## src/rtl/conv_seq_pkg.sv

```systemverilog
package conv_seq_pkg;
  localparam int SW = 32;
  typedef logic signed [SW-1:0] sword_t;

  typedef enum logic [4:0] {
    S_IDLE, S_LD1, S_LD2, S_LD3, S_LD4,
    S_HDR_H, S_HDR_W,
    S_COL, S_ROW, S_FCOL, S_FROW, S_CHIN,
    S_RD_Z, S_RD_F, S_RD_X, S_MUL, S_ACC, S_WR_Z,
    S_BR_Z, S_BR_B, S_BADD, S_BW_Z,
    S_FIN
  } seq_st_t;

  // two's-complement negation: invert then add one
  function automatic sword_t neg_of(sword_t v);
    return ~v + sword_t'(1);
  endfunction

  // word offset of an input sample inside its tensor
  function automatic sword_t tap_offset(sword_t ch, sword_t cin, sword_t row,
                                        sword_t hc, sword_t col);
    return ch + cin * row + hc * col;
  endfunction

  // true when the tap coordinate lies inside the stored image
  function automatic logic tap_inside(sword_t row, sword_t col, sword_t h, sword_t w);
    return (row >= 0) && (row < h) && (col >= 0) && (col < w);
  endfunction
endpackage

```

## src/rtl/conv_cfg_regs.sv

```systemverilog
module conv_cfg_regs
  import conv_seq_pkg::*;
#(
  parameter int NW = 8,
  parameter int AW = 16
) (
  input  logic          clk,
  input  logic          rst_n,
  input  logic          grp1_en,
  input  logic          grp2_en,
  input  logic          grp3_en,
  input  logic          grp4_en,
  input  logic [NW-1:0] stride_i,
  input  logic [NW-1:0] pad_i,
  input  logic [NW-1:0] out_h_i,
  input  logic [NW-1:0] out_w_i,
  input  logic [NW-1:0] out_ch_i,
  input  logic [NW-1:0] in_ch_i,
  input  logic [NW-1:0] k_h_i,
  input  logic [NW-1:0] k_w_i,
  input  logic [NW-1:0] in_h_i,
  input  logic [NW-1:0] in_w_i,
  input  logic [AW-1:0] in_base_i,
  input  logic [AW-1:0] filt_base_i,
  input  logic [AW-1:0] bias_base_i,
  input  logic [AW-1:0] out_base_i,
  output logic [NW-1:0] stride_q,
  output logic [NW-1:0] pad_q,
  output logic [NW-1:0] out_h_q,
  output logic [NW-1:0] out_w_q,
  output logic [NW-1:0] out_ch_q,
  output logic [NW-1:0] in_ch_q,
  output logic [NW-1:0] k_h_q,
  output logic [NW-1:0] k_w_q,
  output logic [NW-1:0] in_h_q,
  output logic [NW-1:0] in_w_q,
  output logic [AW-1:0] in_base_q,
  output logic [AW-1:0] filt_base_q,
  output logic [AW-1:0] bias_base_q,
  output logic [AW-1:0] out_base_q,
  output sword_t        hc_q
);
  // group 1: geometry of the output walk
  always_ff @(posedge clk or negedge rst_n) begin
    if (!rst_n) begin
      stride_q <= '0; pad_q <= '0; out_h_q <= '0; out_w_q <= '0;
    end else if (grp1_en) begin
      stride_q <= stride_i; pad_q <= pad_i; out_h_q <= out_h_i; out_w_q <= out_w_i;
    end
  end

  // group 2: channel counts
  always_ff @(posedge clk or negedge rst_n) begin
    if (!rst_n) begin
      out_ch_q <= '0; in_ch_q <= '0;
    end else if (grp2_en) begin
      out_ch_q <= out_ch_i; in_ch_q <= in_ch_i;
    end
  end

  // group 3: kernel and image extents
  always_ff @(posedge clk or negedge rst_n) begin
    if (!rst_n) begin
      k_h_q <= '0; k_w_q <= '0; in_h_q <= '0; in_w_q <= '0;
    end else if (grp3_en) begin
      k_h_q <= k_h_i; k_w_q <= k_w_i; in_h_q <= in_h_i; in_w_q <= in_w_i;
    end
  end

  // group 4: region bases plus the column stride of the input tensor
  always_ff @(posedge clk or negedge rst_n) begin
    if (!rst_n) begin
      in_base_q <= '0; filt_base_q <= '0; bias_base_q <= '0; out_base_q <= '0;
      hc_q <= '0;
    end else if (grp4_en) begin
      in_base_q   <= in_base_i;
      filt_base_q <= filt_base_i;
      bias_base_q <= bias_base_i;
      out_base_q  <= out_base_i;
      hc_q        <= sword_t'(in_h_q) * sword_t'(in_ch_q);
    end
  end
endmodule

```

## src/rtl/conv_addr_unit.sv

```systemverilog
module conv_addr_unit
  import conv_seq_pkg::*;
#(
  parameter int NW = 8,
  parameter int AW = 16
) (
  input  logic [AW-1:0] x_base,
  input  logic [NW-1:0] cin,
  input  logic [NW-1:0] hin,
  input  logic [NW-1:0] win,
  input  sword_t        hc,
  input  logic [NW-1:0] gamma,
  input  logic [NW-1:0] alpha,
  input  logic [NW-1:0] beta,
  input  sword_t        row0,
  input  sword_t        col0,
  output logic [AW-1:0] x_addr,
  output logic          x_pad
);
  sword_t row, col, off;

  always_comb begin
    row    = row0 + sword_t'(alpha);
    col    = col0 + sword_t'(beta);
    off    = tap_offset(sword_t'(gamma), sword_t'(cin), row, hc, col);
    x_addr = x_base + AW'(off);
    x_pad  = !tap_inside(row, col, sword_t'(hin), sword_t'(win));
  end
endmodule

```

## src/rtl/conv_mac_unit.sv

```systemverilog
module conv_mac_unit #(
  parameter int DW = 32
) (
  input  logic                 clk,
  input  logic                 rst_n,
  input  logic [DW-1:0]        rdata,
  input  logic                 ld_acc,
  input  logic                 ld_op,
  input  logic                 ld_x,
  input  logic                 zero_x,
  input  logic                 mul_en,
  input  logic                 add_en,
  input  logic                 add_bias,
  output logic signed [DW-1:0] sum
);
  logic signed [DW-1:0] acc, opb, opx, prod;

  always_ff @(posedge clk or negedge rst_n) begin
    if (!rst_n) begin
      acc <= '0; opb <= '0; opx <= '0; prod <= '0; sum <= '0;
    end else begin
      if (ld_acc) acc <= $signed(rdata);
      if (ld_op)  opb <= $signed(rdata);
      if (zero_x)    opx <= '0;
      else if (ld_x) opx <= $signed(rdata);
      if (mul_en) prod <= opb * opx;
      if (add_en) sum  <= acc + (add_bias ? opb : prod);
    end
  end
endmodule

```

## src/rtl/conv_fwd_seq.sv

```systemverilog
module conv_fwd_seq
  import conv_seq_pkg::*;
#(
  parameter int NW = 8,
  parameter int AW = 16,
  parameter int DW = 32
) (
  input  logic          clk,
  input  logic          rst_n,
  input  logic          start,
  input  logic [NW-1:0] cfg_stride,
  input  logic [NW-1:0] cfg_pad,
  input  logic [NW-1:0] cfg_out_h,
  input  logic [NW-1:0] cfg_out_w,
  input  logic [NW-1:0] cfg_out_ch,
  input  logic [NW-1:0] cfg_in_ch,
  input  logic [NW-1:0] cfg_k_h,
  input  logic [NW-1:0] cfg_k_w,
  input  logic [NW-1:0] cfg_in_h,
  input  logic [NW-1:0] cfg_in_w,
  input  logic [AW-1:0] in_base,
  input  logic [AW-1:0] filt_base,
  input  logic [AW-1:0] bias_base,
  input  logic [AW-1:0] out_base,
  output logic          busy,
  output logic          done,
  output logic          mem_req,
  output logic          mem_we,
  output logic [AW-1:0] mem_addr,
  output logic [DW-1:0] mem_wdata,
  input  logic [DW-1:0] mem_rdata,
  input  logic          mem_done
);
  seq_st_t state;

  logic [NW-1:0] stride_q, pad_q, out_h_q, out_w_q, out_ch_q, in_ch_q;
  logic [NW-1:0] k_h_q, k_w_q, in_h_q, in_w_q;
  logic [AW-1:0] in_base_q, filt_base_q, bias_base_q, out_base_q;
  sword_t        hc_q;

  // loop counters: j col, i row, fb kernel col, fa kernel row, g in-ch, d out-ch
  logic [NW-1:0] j, i, fb, fa, g, d;
  sword_t        jx, ix;
  logic [AW-1:0] zpix, fptr, xaddr_q;
  logic          xpad_q;
  logic [AW-1:0] x_addr;
  logic          x_pad;
  logic signed [DW-1:0] sum;

  // named internal events
  logic   col_end, row_end, fcol_end, frow_end, chin_end, last_ch, x_step;
  sword_t pad_s, stride_s;

  assign pad_s    = sword_t'(pad_q);
  assign stride_s = sword_t'(stride_q);
  assign col_end  = (j  == out_w_q);
  assign row_end  = (i  == out_h_q);
  assign fcol_end = (fb == k_w_q);
  assign frow_end = (fa == k_h_q);
  assign chin_end = (g  == in_ch_q);
  assign last_ch  = (d  == out_ch_q - NW'(1));
  assign x_step   = xpad_q || mem_done;

  conv_cfg_regs #(.NW(NW), .AW(AW)) u_cfg (
    .clk(clk), .rst_n(rst_n),
    .grp1_en(state == S_LD1), .grp2_en(state == S_LD2),
    .grp3_en(state == S_LD3), .grp4_en(state == S_LD4),
    .stride_i(cfg_stride), .pad_i(cfg_pad), .out_h_i(cfg_out_h), .out_w_i(cfg_out_w),
    .out_ch_i(cfg_out_ch), .in_ch_i(cfg_in_ch), .k_h_i(cfg_k_h), .k_w_i(cfg_k_w),
    .in_h_i(cfg_in_h), .in_w_i(cfg_in_w),
    .in_base_i(in_base), .filt_base_i(filt_base), .bias_base_i(bias_base),
    .out_base_i(out_base),
    .stride_q(stride_q), .pad_q(pad_q), .out_h_q(out_h_q), .out_w_q(out_w_q),
    .out_ch_q(out_ch_q), .in_ch_q(in_ch_q), .k_h_q(k_h_q), .k_w_q(k_w_q),
    .in_h_q(in_h_q), .in_w_q(in_w_q),
    .in_base_q(in_base_q), .filt_base_q(filt_base_q), .bias_base_q(bias_base_q),
    .out_base_q(out_base_q), .hc_q(hc_q)
  );

  conv_addr_unit #(.NW(NW), .AW(AW)) u_addr (
    .x_base(in_base_q), .cin(in_ch_q), .hin(in_h_q), .win(in_w_q), .hc(hc_q),
    .gamma(g), .alpha(fa), .beta(fb), .row0(ix), .col0(jx),
    .x_addr(x_addr), .x_pad(x_pad)
  );

  conv_mac_unit #(.DW(DW)) u_mac (
    .clk(clk), .rst_n(rst_n), .rdata(mem_rdata),
    .ld_acc((state == S_RD_Z || state == S_BR_Z) && mem_done),
    .ld_op((state == S_RD_F || state == S_BR_B) && mem_done),
    .ld_x(state == S_RD_X && !xpad_q && mem_done),
    .zero_x(state == S_RD_X && xpad_q),
    .mul_en(state == S_MUL),
    .add_en(state == S_ACC || state == S_BADD),
    .add_bias(state == S_BADD),
    .sum(sum)
  );

  always_ff @(posedge clk or negedge rst_n) begin
    if (!rst_n) begin
      state <= S_IDLE;
      j <= '0; i <= '0; fb <= '0; fa <= '0; g <= '0; d <= '0;
      jx <= '0; ix <= '0; zpix <= '0; fptr <= '0; xaddr_q <= '0; xpad_q <= 1'b0;
    end else begin
      case (state)
        S_IDLE: if (start) state <= S_LD1;
        S_LD1:  state <= S_LD2;
        S_LD2:  state <= S_LD3;
        S_LD3:  state <= S_LD4;
        S_LD4: begin
          zpix  <= out_base;
          j     <= '0;
          jx    <= neg_of(pad_s);
          state <= S_HDR_H;
        end
        S_HDR_H: if (mem_done) begin zpix <= zpix + AW'(1); state <= S_HDR_W; end
        S_HDR_W: if (mem_done) begin zpix <= zpix + AW'(1); state <= S_COL;   end
        S_COL: begin
          if (col_end) state <= S_FIN;
          else begin i <= '0; ix <= neg_of(pad_s); state <= S_ROW; end
        end
        S_ROW: begin
          if (row_end) begin j <= j + NW'(1); jx <= jx + stride_s; state <= S_COL; end
          else begin fb <= '0; fptr <= filt_base_q; state <= S_FCOL; end
        end
        S_FCOL: begin
          if (fcol_end) begin d <= '0; state <= S_BR_Z; end
          else begin fa <= '0; state <= S_FROW; end
        end
        S_FROW: begin
          if (frow_end) begin fb <= fb + NW'(1); state <= S_FCOL; end
          else begin g <= '0; state <= S_CHIN; end
        end
        S_CHIN: begin
          if (chin_end) begin fa <= fa + NW'(1); state <= S_FROW; end
          else begin
            d <= '0; xaddr_q <= x_addr; xpad_q <= x_pad; state <= S_RD_Z;
          end
        end
        S_RD_Z: if (mem_done) state <= S_RD_F;
        S_RD_F: if (mem_done) state <= S_RD_X;
        S_RD_X: if (x_step)   state <= S_MUL;
        S_MUL:  state <= S_ACC;
        S_ACC:  state <= S_WR_Z;
        S_WR_Z: if (mem_done) begin
          fptr <= fptr + AW'(1);
          if (last_ch) begin g <= g + NW'(1); state <= S_CHIN; end
          else begin d <= d + NW'(1); state <= S_RD_Z; end
        end
        S_BR_Z: if (mem_done) state <= S_BR_B;
        S_BR_B: if (mem_done) state <= S_BADD;
        S_BADD: state <= S_BW_Z;
        S_BW_Z: if (mem_done) begin
          if (last_ch) begin
            zpix  <= zpix + AW'(out_ch_q);
            i     <= i + NW'(1);
            ix    <= ix + stride_s;
            state <= S_ROW;
          end else begin
            d <= d + NW'(1); state <= S_BR_Z;
          end
        end
        S_FIN:   state <= S_IDLE;
        default: state <= S_IDLE;
      endcase
    end
  end

  // memory port steering
  always_comb begin
    mem_req   = 1'b0;
    mem_we    = 1'b0;
    mem_addr  = '0;
    mem_wdata = sum;
    case (state)
      S_HDR_H: begin mem_req = 1'b1; mem_we = 1'b1; mem_addr = zpix; mem_wdata = DW'(out_h_q); end
      S_HDR_W: begin mem_req = 1'b1; mem_we = 1'b1; mem_addr = zpix; mem_wdata = DW'(out_w_q); end
      S_RD_Z, S_BR_Z: begin mem_req = 1'b1; mem_addr = zpix + AW'(d); end
      S_WR_Z, S_BW_Z: begin mem_req = 1'b1; mem_we = 1'b1; mem_addr = zpix + AW'(d); end
      S_RD_F: begin mem_req = 1'b1; mem_addr = fptr; end
      S_RD_X: begin mem_req = !xpad_q; mem_addr = xaddr_q; end
      S_BR_B: begin mem_req = 1'b1; mem_addr = bias_base_q + AW'(d); end
      default: ;
    endcase
  end

  assign busy = (state != S_IDLE) && (state != S_FIN);
  assign done = (state == S_FIN);

  // an outstanding request does not move until it completes
  a_r6_req_hold: assert property (@(posedge clk) disable iff (!rst_n)
    mem_req && !mem_done |=> mem_req && $stable(mem_addr) && $stable(mem_we) && $stable(mem_wdata));

  // completion pulse lasts one cycle and is seen with busy low
  a_r7_done_pulse: assert property (@(posedge clk) disable iff (!rst_n)
    done |=> !done && !busy);
  a_r7_done_not_busy: assert property (@(posedge clk) disable iff (!rst_n)
    done |-> !busy);

  // a start during a run does not restart the capture sequence
  a_r2_start_ignored: assert property (@(posedge clk) disable iff (!rst_n)
    busy && start |=> state != S_LD1);

  // the first access after capture writes output height to the region base
  a_r3_header_first: assert property (@(posedge clk) disable iff (!rst_n)
    state == S_LD4 |=> mem_req && mem_we && mem_addr == out_base_q && mem_wdata == DW'(out_h_q));

  // a sample fetch always lands inside the stored input tensor
  a_r5_tap_in_tensor: assert property (@(posedge clk) disable iff (!rst_n)
    state == S_RD_X && mem_req |->
      (mem_addr >= in_base_q) &&
      (sword_t'(mem_addr - in_base_q) < hc_q * sword_t'(in_w_q)));

  // writes never fall below the output region
  a_r10_write_region: assert property (@(posedge clk) disable iff (!rst_n)
    mem_req && mem_we |-> mem_addr >= out_base_q);
endmodule

```

## config.mk

```make
export PLATFORM = sky130hd
export DESIGN_NAME = conv_fwd_seq
export DESIGN_NICKNAME = d
export VERILOG_FILES = /design/src/rtl/conv_seq_pkg.sv /design/src/rtl/conv_cfg_regs.sv /design/src/rtl/conv_addr_unit.sv /design/src/rtl/conv_mac_unit.sv /design/src/rtl/conv_fwd_seq.sv
export SDC_FILE = /design/constraint.sdc
export NUM_CORES = 2
export LEC_CHECK = 0
export CAP_MARGIN = 40
export CORE_ASPECT_RATIO = 1.1
export CORE_MARGIN = 1.5
export CORE_UTILIZATION = 70
export CTS_BUF_LIST = sky130_fd_sc_hd__clkbuf_4 sky130_fd_sc_hd__clkbuf_8
export DETAILED_ROUTE_END_ITERATION = 16
export DONT_BUFFER_PORTS = 1
export PLACE_DENSITY = 0.85
export SYNTH_ARGS = -nofsm -noshare
export SYNTH_HDL_FRONTEND = slang
export SYNTH_SLANG_ARGS = --single-unit
```

## constraint.sdc

```tcl
create_clock -name clk -period 19.4 [get_ports clk]
set_input_delay 1.94 -clock clk [delete_from_list [all_inputs] [get_ports clk]]
set_output_delay 1.94 -clock clk [all_outputs]
set_load 0.01 [all_outputs]
```

==> reports/qor.yml <==
grt_pass1_vias: 43400
synth-simple-area-share_pct: 16.7
clockBufferDepth: 3
synth_edf_count: 0
r2r-start: "fa[0]"
rsz0062_at_grt: "false"
post-synth-top-area-cell: "fa_1"
min-delay-path-class: "flop to flop"
drv_cap: 0
grt_pass1_wl_um: 236000
synth-compound-area-share_pct: 9.73
slew_headroom_pct: -25.3
final_area_mm2: 0.0547
worst-endpoint-required_ns: 20.00
insertion_delay_ns: 0.74
worstHoldEndpoint: "u_mac.sum[16]"
end_kind: "flop"
routed_via_density: 6.21
numCtsBuffers: 82
vias: 41200
core-area_mm2: 0.0733
crit_arrival_ns: 9.46
dpl_cell_area_mm2: 0.0529
cpPeakStageDelay_ns: 0.62
worst_r2r_path_depth: 33
drc: 0
crit_type: "flop to flop"
ioPinCount: 232
utilization_pct: 74.6
start_kind: "flop"
setup_violations: 0
cts_resized: 0
post-dp-hpwl_um: 114000
worstMarginPinSlew_ns: 1.88
r2r_setup_slack_ns: 10.54
synthesis.nets: 6891
wl_per_cell_um: 22.4
tritoncts: "done"
cp_common_cell: "xnor2_1"
synth_top_family_by_area: "adder cells"
syn_to_final_growth_pct: 5.37
hp-start: "u_mac.sum[16]"
ys_seq_area_share_pct: 22.7
finClkSkew_ns: 0.0719
antenna_left: 0
htreeDepth: 3
clkSlewWorstSetupHoldPaths_ns: 0.07
fin_crit_sh_pct: 45.7
max_freq_mhz: 113
postRouteWirelength_um: 149000
io_buffers: 0
grtUsageTotal_pct: 40.3
cts.sinks: 470
grt_max_degree: 471
drive_above_1_share_pct: 8.26
synth_xor_area_share_pct: 5.47
fin_nets: 6788
fin_crit_ns: 8.86
ys_seq_elements: 470
synthCells: 5707
r2r-end: "xaddr_q[15]"
synthesis.area_mm2: 0.0519
finalHoldViolations: 0
num_rows: 104
setup_tns_ns: 0
cts_hold_buf: 0
drt-initial-drc-count: 3963
async_reset_ff_share_pct: 100
die_h_um: 289
synth.area.mux_share_pct: 4.30
nFillCells: 5118
place.gp.congestion: 0.990
floorplan.die_area_mm2: 0.0758
synth_flop_cell: "dfrtp_1"
synth_top_area_share_pct: 24.5
critPathSlowestCell: "a2111oi_0"
gr-total-overflow: 0
hold_depth: 1
synth_cell_type_count: 72
synth_area_leaders: "fa_1 (24%), dfrtp_1 (23%), ha_1 (8.9%)"
cp_max_fo: 7
synth.avg_cell_area_um2: 9.09
drt_pass1_iterations: 7
yosys.area_share.adder_pct: 33.4
drv_slew: 152
initial_core_util_pct: 70.8
yosysWarnings: 0
die_w_um: 263
antenna_found_initial: 18
status: "finished with violations"
cts_setup_buffers: 0
cts_root_buffer: "clkbuf_8"
violations: "slew limit"
-- cells by family (layout without fill, tap and decap cells) --
logic type                 count (synthesis)  count (layout)
muxes                                    199             199
adders and majority gates               1005            1005
AOI/OAI and AO/OA                        818             818
and+or+nand+nor                         1823            1823
xor gates and xnor gates                 319             319
DFF                                      470             470
other                                      0              10
buffers and inverters                   1073            1033
-- cell usage in the layout, fill, tap and decap left out, drive strengths merged, types with 8 or more instances in the layout --
master / n
mux2i: 10
o31a: 9
buf: 88
xnor2: 235
a21o: 56
a22o: 39
dfrtp: 470
nor4: 14
inv: 803
clkbuf: 121
nand2b: 39
and3: 34
xor2: 83
ha: 370
o31ai: 14
nor2: 206
a21oi: 224
diode: 10
nor2b: 42
o22a: 11
or3: 12
a222oi: 16
clkinv: 18
a31oi: 31
nor3: 49
or2: 8
nand4: 35
o22ai: 19
o21ai: 283
a211oi: 13
a22oi: 12
o21bai: 22
nand3: 66
nand2: 857
mux2: 189
and2: 442
fa: 634
-- worst max path at each step --
stage               startpoint          end  slack [ns]  depth (start not counted)
finish                   fa[0]  xaddr_q[15]       10.54                         33
global route             fa[0]  xaddr_q[15]        9.89                         32
CTS                      fa[0]  xaddr_q[15]       10.56                         33
detailed placement       fa[0]  xaddr_q[15]       10.60                         33
global placement         fa[0]  xaddr_q[15]       10.73                         33
floorplan                fa[0]  xaddr_q[15]       11.33                         33
-- synth_stat cells (all sizes together) (9+ instances only) --
cell type and count:
nor3 49, ha 370, nand3 66, buf 22, o22ai 19, nor2 206, clkbuf 253, a211oi 13
nor2b 42, o21bai 22, mux2i 10, o31a 9, a21oi 224, xor2 83, a22o 39, nor4 14
o22a 11, nand2 857, xnor2 235, a222oi 16, or3 12, fa 634, a22oi 12, inv 797
dfrtp 470, mux2 189, and3 34, a21o 56, o21ai 283, nand2b 39, and2 442, o31ai 14
nand4 35, a31oi 31
-- state kept, by name (all words and copies together), names as in the netlist, 16 cells and up --
name,count
u_mac.acc,32
u_cfg.hc_q,16
xaddr_q,16
fptr,16
zpix,16
u_mac.sum,32
u_mac.prod,32
u_cfg.bias_base_q,16
ix,32
u_cfg.in_base_q,16
u_mac.opb,32
jx,32
u_cfg.filt_base_q,16
u_mac.opx,32
-- worst max-delay path: cells and delay by family (launching register included) --
family,cells,cell delay [ns]
fa+ha+maj,9,3.91
xor+xnor,13,2.44
compound gates,3,0.91
simple gates,4,0.60
flops,1,0.44
mux,1,0.27
buf+inv,3,0.17
-- through the flow --
step                      cells  hold slack [ns]  setup WS, ns
after floorplan            5707            0.440         11.33
after global placement     6460            0.452         10.73
after detailed placement   6474            0.458         10.60
after CTS                  6621            0.473         10.56
after global routing       6627            0.505          9.89
final                      6631            0.470         10.54
-- layer usage --
layer / share of wire (%) / vias to the layer above / wire, µm / GRT usage (%)
li1: - / 18000 / - / -
met1: 35 / 20300 / 51300 / 45.1
met2: 48 / 2105 / 71200 / 67.6
met3: 8.1 / 780 / 12000 / 7.95
met4: 9.5 / 12 / 14100 / 33.3
met5: 0.057 / - / 85 / 0
-- layout make-up --
cell class	count	area, µm²	area share, %
multi-input combinational	4164	36200	66.2
sequential	470	11800	21.5
inverter	798	3000	5.48
clock buffer	121	1540	2.82
tap	954	1190	2.18
timing repair buffer	88	733	1.34
clock inverter	26	245	0.449
antenna	10	25.0	0.0458
Power is left out: the tool's default activity adds up to more than one toggle a clock period on the data nets, which glitch-free logic cannot reach.
